### src/rtl/cfg_regbank_pkg.sv
package cfg_regbank_pkg;
  localparam int DW   = 8;
  localparam int NREG = 15;

  localparam logic [DW-1:0] A_STATUS  = 8'h00;
  localparam logic [DW-1:0] A_GEN     = 8'h01;
  localparam logic [DW-1:0] A_GPI     = 8'h0D;
  localparam logic [DW-1:0] A_DIAG_LO = 8'hC0;
  localparam logic [DW-1:0] A_DIAG_HI = 8'hC2;

  localparam int I_GEN  = 0;
  localparam int I_DATA = 1;
  localparam int I_OSR  = 2;
  localparam int I_OPM  = 3;
  localparam int I_PIN  = 4;
  localparam int I_DIR  = 5;
  localparam int I_DRV  = 6;
  localparam int I_GPO  = 7;
  localparam int I_SEQ  = 8;
  localparam int I_MCH  = 9;
  localparam int I_ACH  = 10;
  localparam int I_KEY  = 11;
  localparam int I_DEN  = 12;
  localparam int I_BSL  = 13;
  localparam int I_BSH  = 14;

  function automatic logic [DW-1:0] reg_addr(input int i);
    case (i)
      I_GEN:   return 8'h01;
      I_DATA:  return 8'h02;
      I_OSR:   return 8'h03;
      I_OPM:   return 8'h04;
      I_PIN:   return 8'h05;
      I_DIR:   return 8'h07;
      I_DRV:   return 8'h09;
      I_GPO:   return 8'h0B;
      I_SEQ:   return 8'h10;
      I_MCH:   return 8'h11;
      I_ACH:   return 8'h12;
      I_KEY:   return 8'hBF;
      I_DEN:   return 8'hC0;
      I_BSL:   return 8'hC1;
      default: return 8'hC2;
    endcase
  endfunction

  // gen byte: cal (bit 1) lives in the timer, rst (bit 0) is never stored
  function automatic logic [DW-1:0] reg_mask(input int i);
    case (i)
      I_GEN:   return 8'hCC;
      I_DATA:  return 8'hB3;
      I_OSR:   return 8'h07;
      I_OPM:   return 8'h1F;
      I_SEQ:   return 8'h13;
      I_MCH:   return 8'h0F;
      I_DEN:   return 8'h11;
      default: return 8'hFF;
    endcase
  endfunction

  function automatic logic [DW-1:0] reg_rst(input int i);
    return (i == I_OPM) ? 8'h01 : 8'h00;
  endfunction

  function automatic bit is_diag(input logic [DW-1:0] a);
    return (a >= A_DIAG_LO) && (a <= A_DIAG_HI);
  endfunction
endpackage

### src/rtl/cfg_wr_gate.sv
module cfg_wr_gate
  import cfg_regbank_pkg::*;
#(
  parameter logic [DW-1:0] UNLOCK_KEY = 8'h96
) (
  input  logic          we_i,
  input  logic [DW-1:0] addr_i,
  input  logic [1:0]    cmd_i,
  input  logic          crc_flag_i,
  input  logic [DW-1:0] key_i,
  output logic          wr_ok_o,
  output logic          diag_ok_o,
  output logic          soft_rst_o,
  output logic          cal_req_o,
  output logic          w1c_o
);
  logic gen_hit;

  // a sticky crc error leaves only status and general control writable
  assign wr_ok_o    = we_i && (!crc_flag_i || addr_i == A_STATUS || addr_i == A_GEN);
  assign diag_ok_o  = (key_i == UNLOCK_KEY);
  assign gen_hit    = wr_ok_o && (addr_i == A_GEN);
  assign soft_rst_o = gen_hit && cmd_i[0];
  assign cal_req_o  = gen_hit && cmd_i[1] && !cmd_i[0];
  assign w1c_o      = wr_ok_o && (addr_i == A_STATUS);
endmodule

### src/rtl/cfg_byte.sv
module cfg_byte
  import cfg_regbank_pkg::*;
#(
  parameter logic [DW-1:0] ADDR  = 8'h00,
  parameter logic [DW-1:0] MASK  = 8'hFF,
  parameter logic [DW-1:0] RST   = 8'h00,
  parameter bit            GATED = 1'b0
) (
  input  logic          clk_i,
  input  logic          rst_ni,
  input  logic          soft_rst_i,
  input  logic          wr_ok_i,
  input  logic          diag_ok_i,
  input  logic [DW-1:0] addr_i,
  input  logic [DW-1:0] wdata_i,
  output logic [DW-1:0] q_o
);
  logic hit;

  if (GATED) begin : g_gated
    assign hit = wr_ok_i && (addr_i == ADDR) && diag_ok_i;
  end else begin : g_open
    assign hit = wr_ok_i && (addr_i == ADDR);
  end

  always_ff @(posedge clk_i or negedge rst_ni) begin
    if (!rst_ni)         q_o <= RST;
    else if (soft_rst_i) q_o <= RST;
    else if (hit)        q_o <= wdata_i & MASK;
  end
endmodule

### src/rtl/cfg_status.sv
module cfg_status (
  input  logic       clk_i,
  input  logic       rst_ni,
  input  logic       soft_rst_i,
  input  logic       w1c_i,
  input  logic [1:0] w1c_data_i,
  input  logic       crc_err_i,
  input  logic       brownout_i,
  input  logic       cfg_fault_i,
  output logic       crc_flag_o,
  output logic       bor_flag_o,
  output logic       fault_flag_o
);
  // event pulses take priority over any clear in the same cycle
  always_ff @(posedge clk_i or negedge rst_ni) begin
    if (!rst_ni) begin
      crc_flag_o   <= 1'b0;
      bor_flag_o   <= 1'b1;
      fault_flag_o <= 1'b0;
    end else if (soft_rst_i) begin
      crc_flag_o   <= crc_err_i;
      bor_flag_o   <= 1'b1;
      fault_flag_o <= cfg_fault_i;
    end else begin
      crc_flag_o   <= crc_err_i   || (crc_flag_o && !(w1c_i && w1c_data_i[1]));
      bor_flag_o   <= brownout_i  || (bor_flag_o && !(w1c_i && w1c_data_i[0]));
      fault_flag_o <= cfg_fault_i || fault_flag_o;
    end
  end
endmodule

### src/rtl/cfg_cal_timer.sv
module cfg_cal_timer #(
  parameter int CYCLES = 16
) (
  input  logic clk_i,
  input  logic rst_ni,
  input  logic soft_rst_i,
  input  logic req_i,
  output logic busy_o
);
  localparam int CW = (CYCLES > 2) ? $clog2(CYCLES) : 1;

  logic [CW-1:0] cnt_q;

  always_ff @(posedge clk_i or negedge rst_ni) begin
    if (!rst_ni) begin
      busy_o <= 1'b0;
      cnt_q  <= '0;
    end else if (soft_rst_i) begin
      busy_o <= 1'b0;
      cnt_q  <= '0;
    end else if (busy_o) begin
      if (cnt_q == '0) busy_o <= 1'b0;
      else             cnt_q  <= cnt_q - 1'b1;
    end else if (req_i) begin
      busy_o <= 1'b1;
      cnt_q  <= CW'(CYCLES - 1);
    end
  end
endmodule

### src/rtl/cfg_regbank.sv
module cfg_regbank
  import cfg_regbank_pkg::*;
#(
  parameter int              CAL_CYCLES = 16,
  parameter logic [DW-1:0]   UNLOCK_KEY = 8'h96
) (
  input  logic          clk_i,
  input  logic          rst_ni,
  input  logic          we_i,
  input  logic [DW-1:0] addr_i,
  input  logic [DW-1:0] wdata_i,
  output logic [DW-1:0] rdata_o,
  input  logic          crc_err_i,
  input  logic          brownout_i,
  input  logic          cfg_fault_i,
  input  logic          seq_active_i,
  input  logic [7:0]    gpi_i,
  output logic          ref_en_o,
  output logic          crc_en_o,
  output logic          range_o,
  output logic          ch_force_o,
  output logic          cal_busy_o,
  output logic          fix_pat_o,
  output logic [1:0]    append_sel_o,
  output logic [1:0]    spi_mode_o,
  output logic [2:0]    osr_o,
  output logic          osc_sel_o,
  output logic [3:0]    clk_div_o,
  output logic [7:0]    pin_cfg_o,
  output logic [7:0]    gpio_dir_o,
  output logic [7:0]    gpo_drive_o,
  output logic [7:0]    gpo_val_o,
  output logic          seq_start_o,
  output logic [1:0]    seq_mode_o,
  output logic [3:0]    manual_ch_o,
  output logic [7:0]    auto_ch_o,
  output logic          bitwalk_en_o,
  output logic          vtest_en_o,
  output logic [15:0]   bit_sample_o
);
  logic [DW-1:0] q_arr [NREG];
  logic          wr_ok, diag_ok, soft_rst, cal_req, w1c;
  logic          crc_flag, bor_flag, fault_flag, cal_busy;
  logic [DW-1:0] status_byte, rd;

  cfg_wr_gate #(.UNLOCK_KEY(UNLOCK_KEY)) u_gate (
    .we_i       (we_i),
    .addr_i     (addr_i),
    .cmd_i      (wdata_i[1:0]),
    .crc_flag_i (crc_flag),
    .key_i      (q_arr[I_KEY]),
    .wr_ok_o    (wr_ok),
    .diag_ok_o  (diag_ok),
    .soft_rst_o (soft_rst),
    .cal_req_o  (cal_req),
    .w1c_o      (w1c)
  );

  for (genvar g = 0; g < NREG; g++) begin : g_reg
    cfg_byte #(
      .ADDR  (reg_addr(g)),
      .MASK  (reg_mask(g)),
      .RST   (reg_rst(g)),
      .GATED (is_diag(reg_addr(g)))
    ) u_byte (
      .clk_i      (clk_i),
      .rst_ni     (rst_ni),
      .soft_rst_i (soft_rst),
      .wr_ok_i    (wr_ok),
      .diag_ok_i  (diag_ok),
      .addr_i     (addr_i),
      .wdata_i    (wdata_i),
      .q_o        (q_arr[g])
    );
  end

  cfg_status u_status (
    .clk_i        (clk_i),
    .rst_ni       (rst_ni),
    .soft_rst_i   (soft_rst),
    .w1c_i        (w1c),
    .w1c_data_i   (wdata_i[1:0]),
    .crc_err_i    (crc_err_i),
    .brownout_i   (brownout_i),
    .cfg_fault_i  (cfg_fault_i),
    .crc_flag_o   (crc_flag),
    .bor_flag_o   (bor_flag),
    .fault_flag_o (fault_flag)
  );

  cfg_cal_timer #(.CYCLES(CAL_CYCLES)) u_cal (
    .clk_i      (clk_i),
    .rst_ni     (rst_ni),
    .soft_rst_i (soft_rst),
    .req_i      (cal_req),
    .busy_o     (cal_busy)
  );

  assign status_byte = {1'b1, seq_active_i, 3'b000, fault_flag, crc_flag, bor_flag};

  always_comb begin
    rd = '0;
    for (int i = 0; i < NREG; i++) begin
      if (addr_i == reg_addr(i)) rd = q_arr[i];
    end
    case (addr_i)
      A_STATUS: rd = status_byte;
      A_GEN:    rd = q_arr[I_GEN] | {6'b0, cal_busy, 1'b0};
      A_GPI:    rd = gpi_i;
      default:  ;
    endcase
  end
  assign rdata_o = rd;

  assign ref_en_o     = q_arr[I_GEN][7];
  assign crc_en_o     = q_arr[I_GEN][6];
  assign range_o      = q_arr[I_GEN][3];
  assign ch_force_o   = q_arr[I_GEN][2];
  assign cal_busy_o   = cal_busy;
  assign fix_pat_o    = q_arr[I_DATA][7];
  assign append_sel_o = q_arr[I_DATA][5:4];
  assign spi_mode_o   = q_arr[I_DATA][1:0];
  assign osr_o        = q_arr[I_OSR][2:0];
  assign osc_sel_o    = q_arr[I_OPM][4];
  assign clk_div_o    = q_arr[I_OPM][3:0];
  assign pin_cfg_o    = q_arr[I_PIN];
  assign gpio_dir_o   = q_arr[I_DIR];
  assign gpo_drive_o  = q_arr[I_DRV];
  assign gpo_val_o    = q_arr[I_GPO];
  assign seq_start_o  = q_arr[I_SEQ][4];
  assign seq_mode_o   = q_arr[I_SEQ][1:0];
  assign manual_ch_o  = q_arr[I_MCH][3:0];
  assign auto_ch_o    = q_arr[I_ACH];
  assign bitwalk_en_o = q_arr[I_DEN][0];
  assign vtest_en_o   = q_arr[I_DEN][4] && !q_arr[I_DEN][0];
  assign bit_sample_o = {q_arr[I_BSH], q_arr[I_BSL]};
endmodule

### config.mk
export PLATFORM = sky130hd
export DESIGN_NAME = cfg_regbank
export DESIGN_NICKNAME = d
export VERILOG_FILES = /design/src/rtl/cfg_regbank_pkg.sv /design/src/rtl/cfg_wr_gate.sv /design/src/rtl/cfg_byte.sv /design/src/rtl/cfg_status.sv /design/src/rtl/cfg_cal_timer.sv /design/src/rtl/cfg_regbank.sv
export SDC_FILE = /design/constraint.sdc
export NUM_CORES = 1
export LEC_CHECK = 0
export ABC_AREA = 0
export ABC_CLOCK_PERIOD_IN_PS = 5200
export BUFFER_PORTS_ARGS = -buffer_cell sky130_fd_sc_hd__buf_2
export CORE_AREA = 2 2 104 106
export DETAILED_ROUTE_END_ITERATION = 10
export DIE_AREA = 0 0 106 108
export PLACE_DENSITY_LB_ADDON = 0.3
export SYNTH_ARGS = -nofsm -noshare
export SYNTH_HDL_FRONTEND = slang
export SYNTH_SLANG_ARGS = --single-unit
### constraint.sdc
create_clock -name clk_i -period 5.2 [get_ports clk_i]
set_clock_uncertainty 0.15 [all_clocks]
set_input_delay 0.52 -clock clk_i [delete_from_list [all_inputs] [get_ports clk_i]]
set_output_delay 0.52 -clock clk_i [all_outputs]
set_load 0.05 [all_outputs]
== Word-level counts from Yosys, hierarchy flattened ==
Cells that the tools add are included.
Storage, ports and cells
  memory bits (read-only): 0
  bits in latches: 0
  memory bits (writable): 0
  memories: 0
  output and inout port bits: 91
  bits of input ports: 31
  logic and storage cells: 153
  register bits after elaboration: 128
Operators by class
  order comparisons: 0
  eq/ne operators: 18
  bitwise logic cells: 1
  reductions and logical operators: 57
  multiplexer cells: 56
  divide/modulo/power cells: 0
  $add $sub $neg: 1
  shift operators: 0
  multiply operators: 0
Operators with widths (number)
  8-bit 2-to-1 mux: 44
  8-bit equality test, second input constant: 5
  2-bit nonzero test: 15
  1-bit logical AND: 28
  8-bit by 3-bit equality test with 1-bit output, second input constant: 3
  8-bit by 4-bit equality test with 1-bit output, second input constant: 3
  8-bit by 5-bit equality test with 1-bit output, second input constant: 3
  8-bit one-hot mux with 3 select lines: 1
  8-bit by 2-bit equality test with 1-bit output, second input constant: 2
  4-bit 2-to-1 mux: 4
  8-bit by 1-bit equality test with 1-bit output, second input constant: 1
  8-bit zero test: 1
  8-bit by 2-bit bitwise OR with 8-bit output: 1
  1-bit 2-to-1 mux: 7
  1-bit zero test: 5
  1-bit logical OR: 5
  4-bit zero test: 1
  4-bit by 1-bit subtractor with 4-bit output, second input constant: 1
  3-bit != test, second input constant: 1
  3-bit nonzero test: 1
  2-bit AND reduction: 1

== Depth between registers and ports, before layout ==
  depth after elaboration: 16
  mapped depth: 8
  depth with buffers taken out: 7

== By module ==
A second synthesis with hierarchy kept.
Unflattened totals
  cell total of the unflattened synthesis: 774
  area total of the unflattened synthesis: 7272.0 um^2
By module, submodules not included
  cfg_byte (g_reg[10].u_byte ...): seq. area each 200.2 um^2, instances 5, cells each 37, area an instance 427.9 um^2
  cfg_regbank: seq. area each 0.0 um^2, instances 1, cells each 264, area an instance 1622.8 um^2
  cfg_byte (g_reg[13].u_byte ...): seq. area each 200.2 um^2, instances 2, cells each 36, area an instance 425.4 um^2
  cfg_byte (g_reg[11].u_byte): seq. area each 200.2 um^2, instances 1, cells each 37, area an instance 440.4 um^2
  cfg_byte (g_reg[1].u_byte): seq. area each 125.1 um^2, instances 1, cells each 28, area an instance 299.0 um^2
  cfg_byte (g_reg[3].u_byte): seq. area each 126.4 um^2, instances 1, cells each 29, area an instance 299.0 um^2
  cfg_byte (g_reg[9].u_byte): seq. area each 100.1 um^2, instances 1, cells each 25, area an instance 267.8 um^2
  cfg_cal_timer: seq. area each 125.1 um^2, instances 1, cells each 25, area an instance 266.5 um^2
  cfg_byte (g_reg[0].u_byte): seq. area each 100.1 um^2, instances 1, cells each 27, area an instance 257.7 um^2
  cfg_byte (g_reg[2].u_byte): seq. area each 75.1 um^2, instances 1, cells each 21, area an instance 226.5 um^2
  cfg_byte (g_reg[8].u_byte): seq. area each 75.1 um^2, instances 1, cells each 22, area an instance 215.2 um^2
  cfg_byte (g_reg[12].u_byte): seq. area each 50.0 um^2, instances 1, cells each 18, area an instance 182.7 um^2
  cfg_status: seq. area each 76.3 um^2, instances 1, cells each 9, area an instance 112.6 um^2
  cfg_wr_gate: seq. area each 0.0 um^2, instances 1, cells each 12, area an instance 91.3 um^2

== Worst setup path after synthesis ==
Ideal clock, no wire load.
  path type: input to output
  start point: input addr_i[7]
  end point: output rdata_o[4]
  arrival: 3.091 ns
  stages on the path: 7
  required time: 4.530 ns
  buffers on the path: 3
  path slack: 1.439 ns
  cells stage by stage: clkbuf_2 > or4_1 > buf_2 > buf_1 > a2111oi_0 > nor3_1 > o21ai_0
On the way
  cells in the longest elaborated chain, start to end: 16
  elaborated cells between the ends (all ways): 32
  classes of those cells: 16 x eq/ne; 15 x mux; 1 x reduce/logical
Ends and longest elaborated chain
  from (decl): RTL line cfg_regbank.sv:10  | input logic [DW-1:0] addr_i,
  8-bit by 2-bit equality test with 1-bit output: RTL line cfg_regbank.sv:104  | if (addr_i == reg_addr(i)) rd = q_arr[i];
  8-bit 2-to-1 mux (14 in a row): RTL line cfg_regbank.sv:104
  8-bit one-hot mux with 3 select lines *: RTL line cfg_regbank.sv:106  | case (addr_i)
  to (decl): RTL line cfg_regbank.sv:12  | output logic [DW-1:0] rdata_o,
Every way passes the cells marked *; elsewhere a longest branch is shown, timed or not.

== Worst setup path after layout ==
  start point: input addr_i[7]
  end point: output rdata_o[0]
The elaborated chain is that of the path after synthesis.

==> metrics.md <==
| Metric | Value |
|---|---|
| Endpoint class of the critical path | output pin |
| Largest fanout on the critical path | 17 |
| Critical Path RT | 4530 ps |
| Number of flops mapped to enable cells by yosys | 0 |
| Mapped Area | 5560 µm² |
| Kind of critical path | input port to output pin |
| DP HPWL | 13.5 mm |
| Post-Syn Instances | 588 |
| CP Cell Sequence | buf_2 > or4_1 > nor3_1 > a32o_1 > nor3_1 > a21oi_1 > buf_2 |
| Clock share of power | 0.393 |
| Share of cells above drive strength 1 | 0.244 |
| Worst-path clk slew | 90 ps |
| Failing checks | DRC, hold timing |
| Post-route minimum period | 3810 ps |
| Met3 Resource Use GR | 0.0711 |
| Mux contribution to synthesized area | 0.141 |
| TritonRoute pass-1 iters | 8 |
| Syn_area_per_cell | 9.46 µm² |
| Routability cong. | 0.948 |
| Max-slew violations | 0 |
| Reg-to-reg startpoint | g_reg[11].u_byte.q_o[3] |
| Hold_buf cts | 0 |
| Synth Area in Simple Gates | 0.204 |
| Die Y-Extent | 108 µm |
| Overall routing resource usage | 0.339 |
| Final Hold Viols | 6 |
| Yosys warning total | 0 |
| Number of antenna violations at the first check in global routing | 0 |
| Wirelength per Cell | 23.1 µm |
| Nature of the critical path startpoint | input port |
| Detail Route Antenna Nets | 0 |
| Clk_lat worst skew | 380 ps |
| Post-synth cell types | 66 |
| Synth Register Bits | 98 |
| GR Util met2 | 0.517 |
| Met1 usage | 0.494 |
| Crit path from | addr_i[7] |
| Part of the power in registers | 0.508 |
| Sequential fraction of the synthesis area | 0.441 |
| Final Hold Slack | -11.3 ps |
| Worst hold path class | input port to asynchronous set/reset pin |
| CTS tree | built |
| Sw Share | 0.261 |
| Floorplan row count | 37 |
| IO buf count | 121 |
| CORE AREA | 10,200 µm² |
| LEAKAGE | 3.59 nW |
| Full die area | 11,400 µm² |
| Switch Pwr | 0.000397 W |
| FMAX | 0.262 GHz |
| Largest net degree at the start of global routing | 53 |
| Max Buffers Root-to-Sink | 2 |
| Worst path max stage delay | 880 ps |
| Area delta synth->final | 16.3% |
| Rel. slew slack | 0.212 |
| Async S/R FF share, synth | 1.00 |
| Initial Util | 0.544 |
| Worst EP arrival | 3140 ps |
| Final net count | 712 |
| DRT iter0 DRCs | 622 |
| Via Count | 5,257 |
| Final worst-path cycle share | 0.733 |
| Comb pwr share | 0.098 |
| Slew @ Worst Pin | 1170 ps |
| Largest family of logic cells by synthesized area | simple AND/OR/NAND/NOR gates |
| Number of global-route vias before repair | 4,983 |
| Final WS setup | 1390 ps |
| First-pass GRT wire length | 29.1 mm |
| # diodes | 0 |
| CTS Sinks | 98 |
| Syn Nets | 620 |
| Setup violators final | 0 |
| # IOs | 122 |
| Run status | finished, violations left |
| Xor/xnor share of the synthesized area | 0 |
| Final wirelength | 19.0 mm |
| Inserted Clock Buffers | 9 |
| Post-synthesis compound-gate area fraction | 0.171 |
| Die width | 106 µm |
| Setup Buffers After CTS | 0 |
| PwrDens | 235 nW/µm² |
| DRC | 1 |
| Worst vdd rail ir drop | 0.133 mV |
| Place WS | 1420 ps |
| Internal power | 0.00112 W |
| TNS Setup | 0 ps |
| Post-CTS sizing | 0 |
| Busiest grt layer | met2 |
| Root Buffer | clkbuf_8 |
| Vias/cell | 6.40 |
| Adder-Cell Fraction of Synth Area | 0.00225 |
| Total grt overflow | 0 |
| RSZ-0062 raised after global routing | no |
| Max cap viols | 0 |
| CTS H-tree depth | 3 |
| Worst-path cell with the longest stage delay | or4_1 |
| Main synth FF type | dfrtp_1 |
[worst paths after layout]
kind / endpoint / slack [ps] / cells past startpoint
setup / recovery: rdata_o[0] / 1390 / 7
hold / removal: g_reg[14].u_byte.q_o[6] / -10 / 1
setup reg to reg: g_reg[13].u_byte.q_o[4] / 2840 / 5
hold reg to reg: u_status.fault_flag_o / 350 / 1
max in group asynchronous: g_reg[5].u_byte.q_o[3] / 3820 / 2
min in group clk_i: u_status.crc_flag_o / 190 / 2
[per-stage QoR]
step	total power, W	std cells	util	instance area, µm²
CTS	0.00152	821	0.633	6470
detailed placement	0.000935	805	0.609	6230
global placement	0.000933	805	0.609	6230
floorplan	0.000871	588	-	5560
global route	0.00157	821	0.633	6470
finish	0.00152	821	0.633	6470
[sequential cells by signal, indices dropped and copies added (netlist names)]
signal	flops
u_cal.busy_o	1
u_status.fault_flag_o	1
u_status.crc_flag_o	1
u_status.bor_flag_o	1
g.u_byte.q_o	90
u_cal.cnt_q	4
[layer usage]
metal  vias up  routed length [µm]
met5         -                   0
met4         0                 426
met3        30                1740
met2       290                8680
met1      2605                8150
li1       2332                   -
[cells in the mapped netlist, types with 8 or more instances]
master    instances  area share
nand3_1          15       0.013
inv_1             9      0.0061
nor2b_1          10       0.011
nor3_1            9      0.0081
mux2i_1          75        0.13
clkbuf_1         40       0.027
nor2_1           87       0.059
dfrtp_1          96        0.43
o21ai_0          23       0.021
nand2_1          40       0.027
a21oi_1          31       0.028
a31oi_1           9       0.010
nand2b_1          9       0.010
nand4_1           8      0.0090
[cells in the final DEF, fill, tap and decap left out, types with 4 or more instances in the layout]
cell type,instances
nand3b_1,4
a21oi_1,31
o211ai_1,5
nand2b_1,9
a22oi_1,7
buf_4,9
a211oi_1,4
nor2_1,87
and3_1,4
clkbuf_8,9
nand3_1,15
o22ai_1,5
buf_2,120
dfrtp_1,96
a32oi_1,7
nor2b_1,10
a22o_1,7
nand2_1,40
nor3_1,9
a31oi_1,9
nand4_1,8
o221ai_1,6
nor4_1,4
a211o_1,4
o21ai_0,23
inv_1,9
mux2i_1,75
[kinds of logic after synthesis]
| group | count (synthesis) |
|---|---|
| and+or+nand+nor | 217 |
| AOI/OAI and AO/OA | 136 |
| DFF | 98 |
| muxes | 78 |
| buffers and inverters | 58 |
| adders and majority gates | 1 |
[area by class of cell]
cell class	count	area (µm²)
flip-flops and latches	98	2450
repair buffers	129	668
inverters	10	37.5
clock inverters	6	114
multi-input cells	432	2900
well taps	136	170
fillers	892	3760
clock buffers	10	128
[power by group through the flow]
stage,sequential [W],clock [W],combinational [W]
6_report,0.000773,0.000598,0.000150
5_1_grt,0.000774,0.000637,0.000159
4_1_cts,0.000773,0.000600,0.000147
3_5_place_dp,0.000788,0,0.000147
3_3_place_gp,0.000788,0,0.000145
2_1_floorplan,0.000800,0,0.0000709
[critical path: cells and delay by family]
kind	cells	cell delay [ps]
AO/OA/AOI/OAI	2	420
buffers and inverters	2	440
AND/OR/NAND/NOR	3	1770
(Power assumes the default switching activity.)
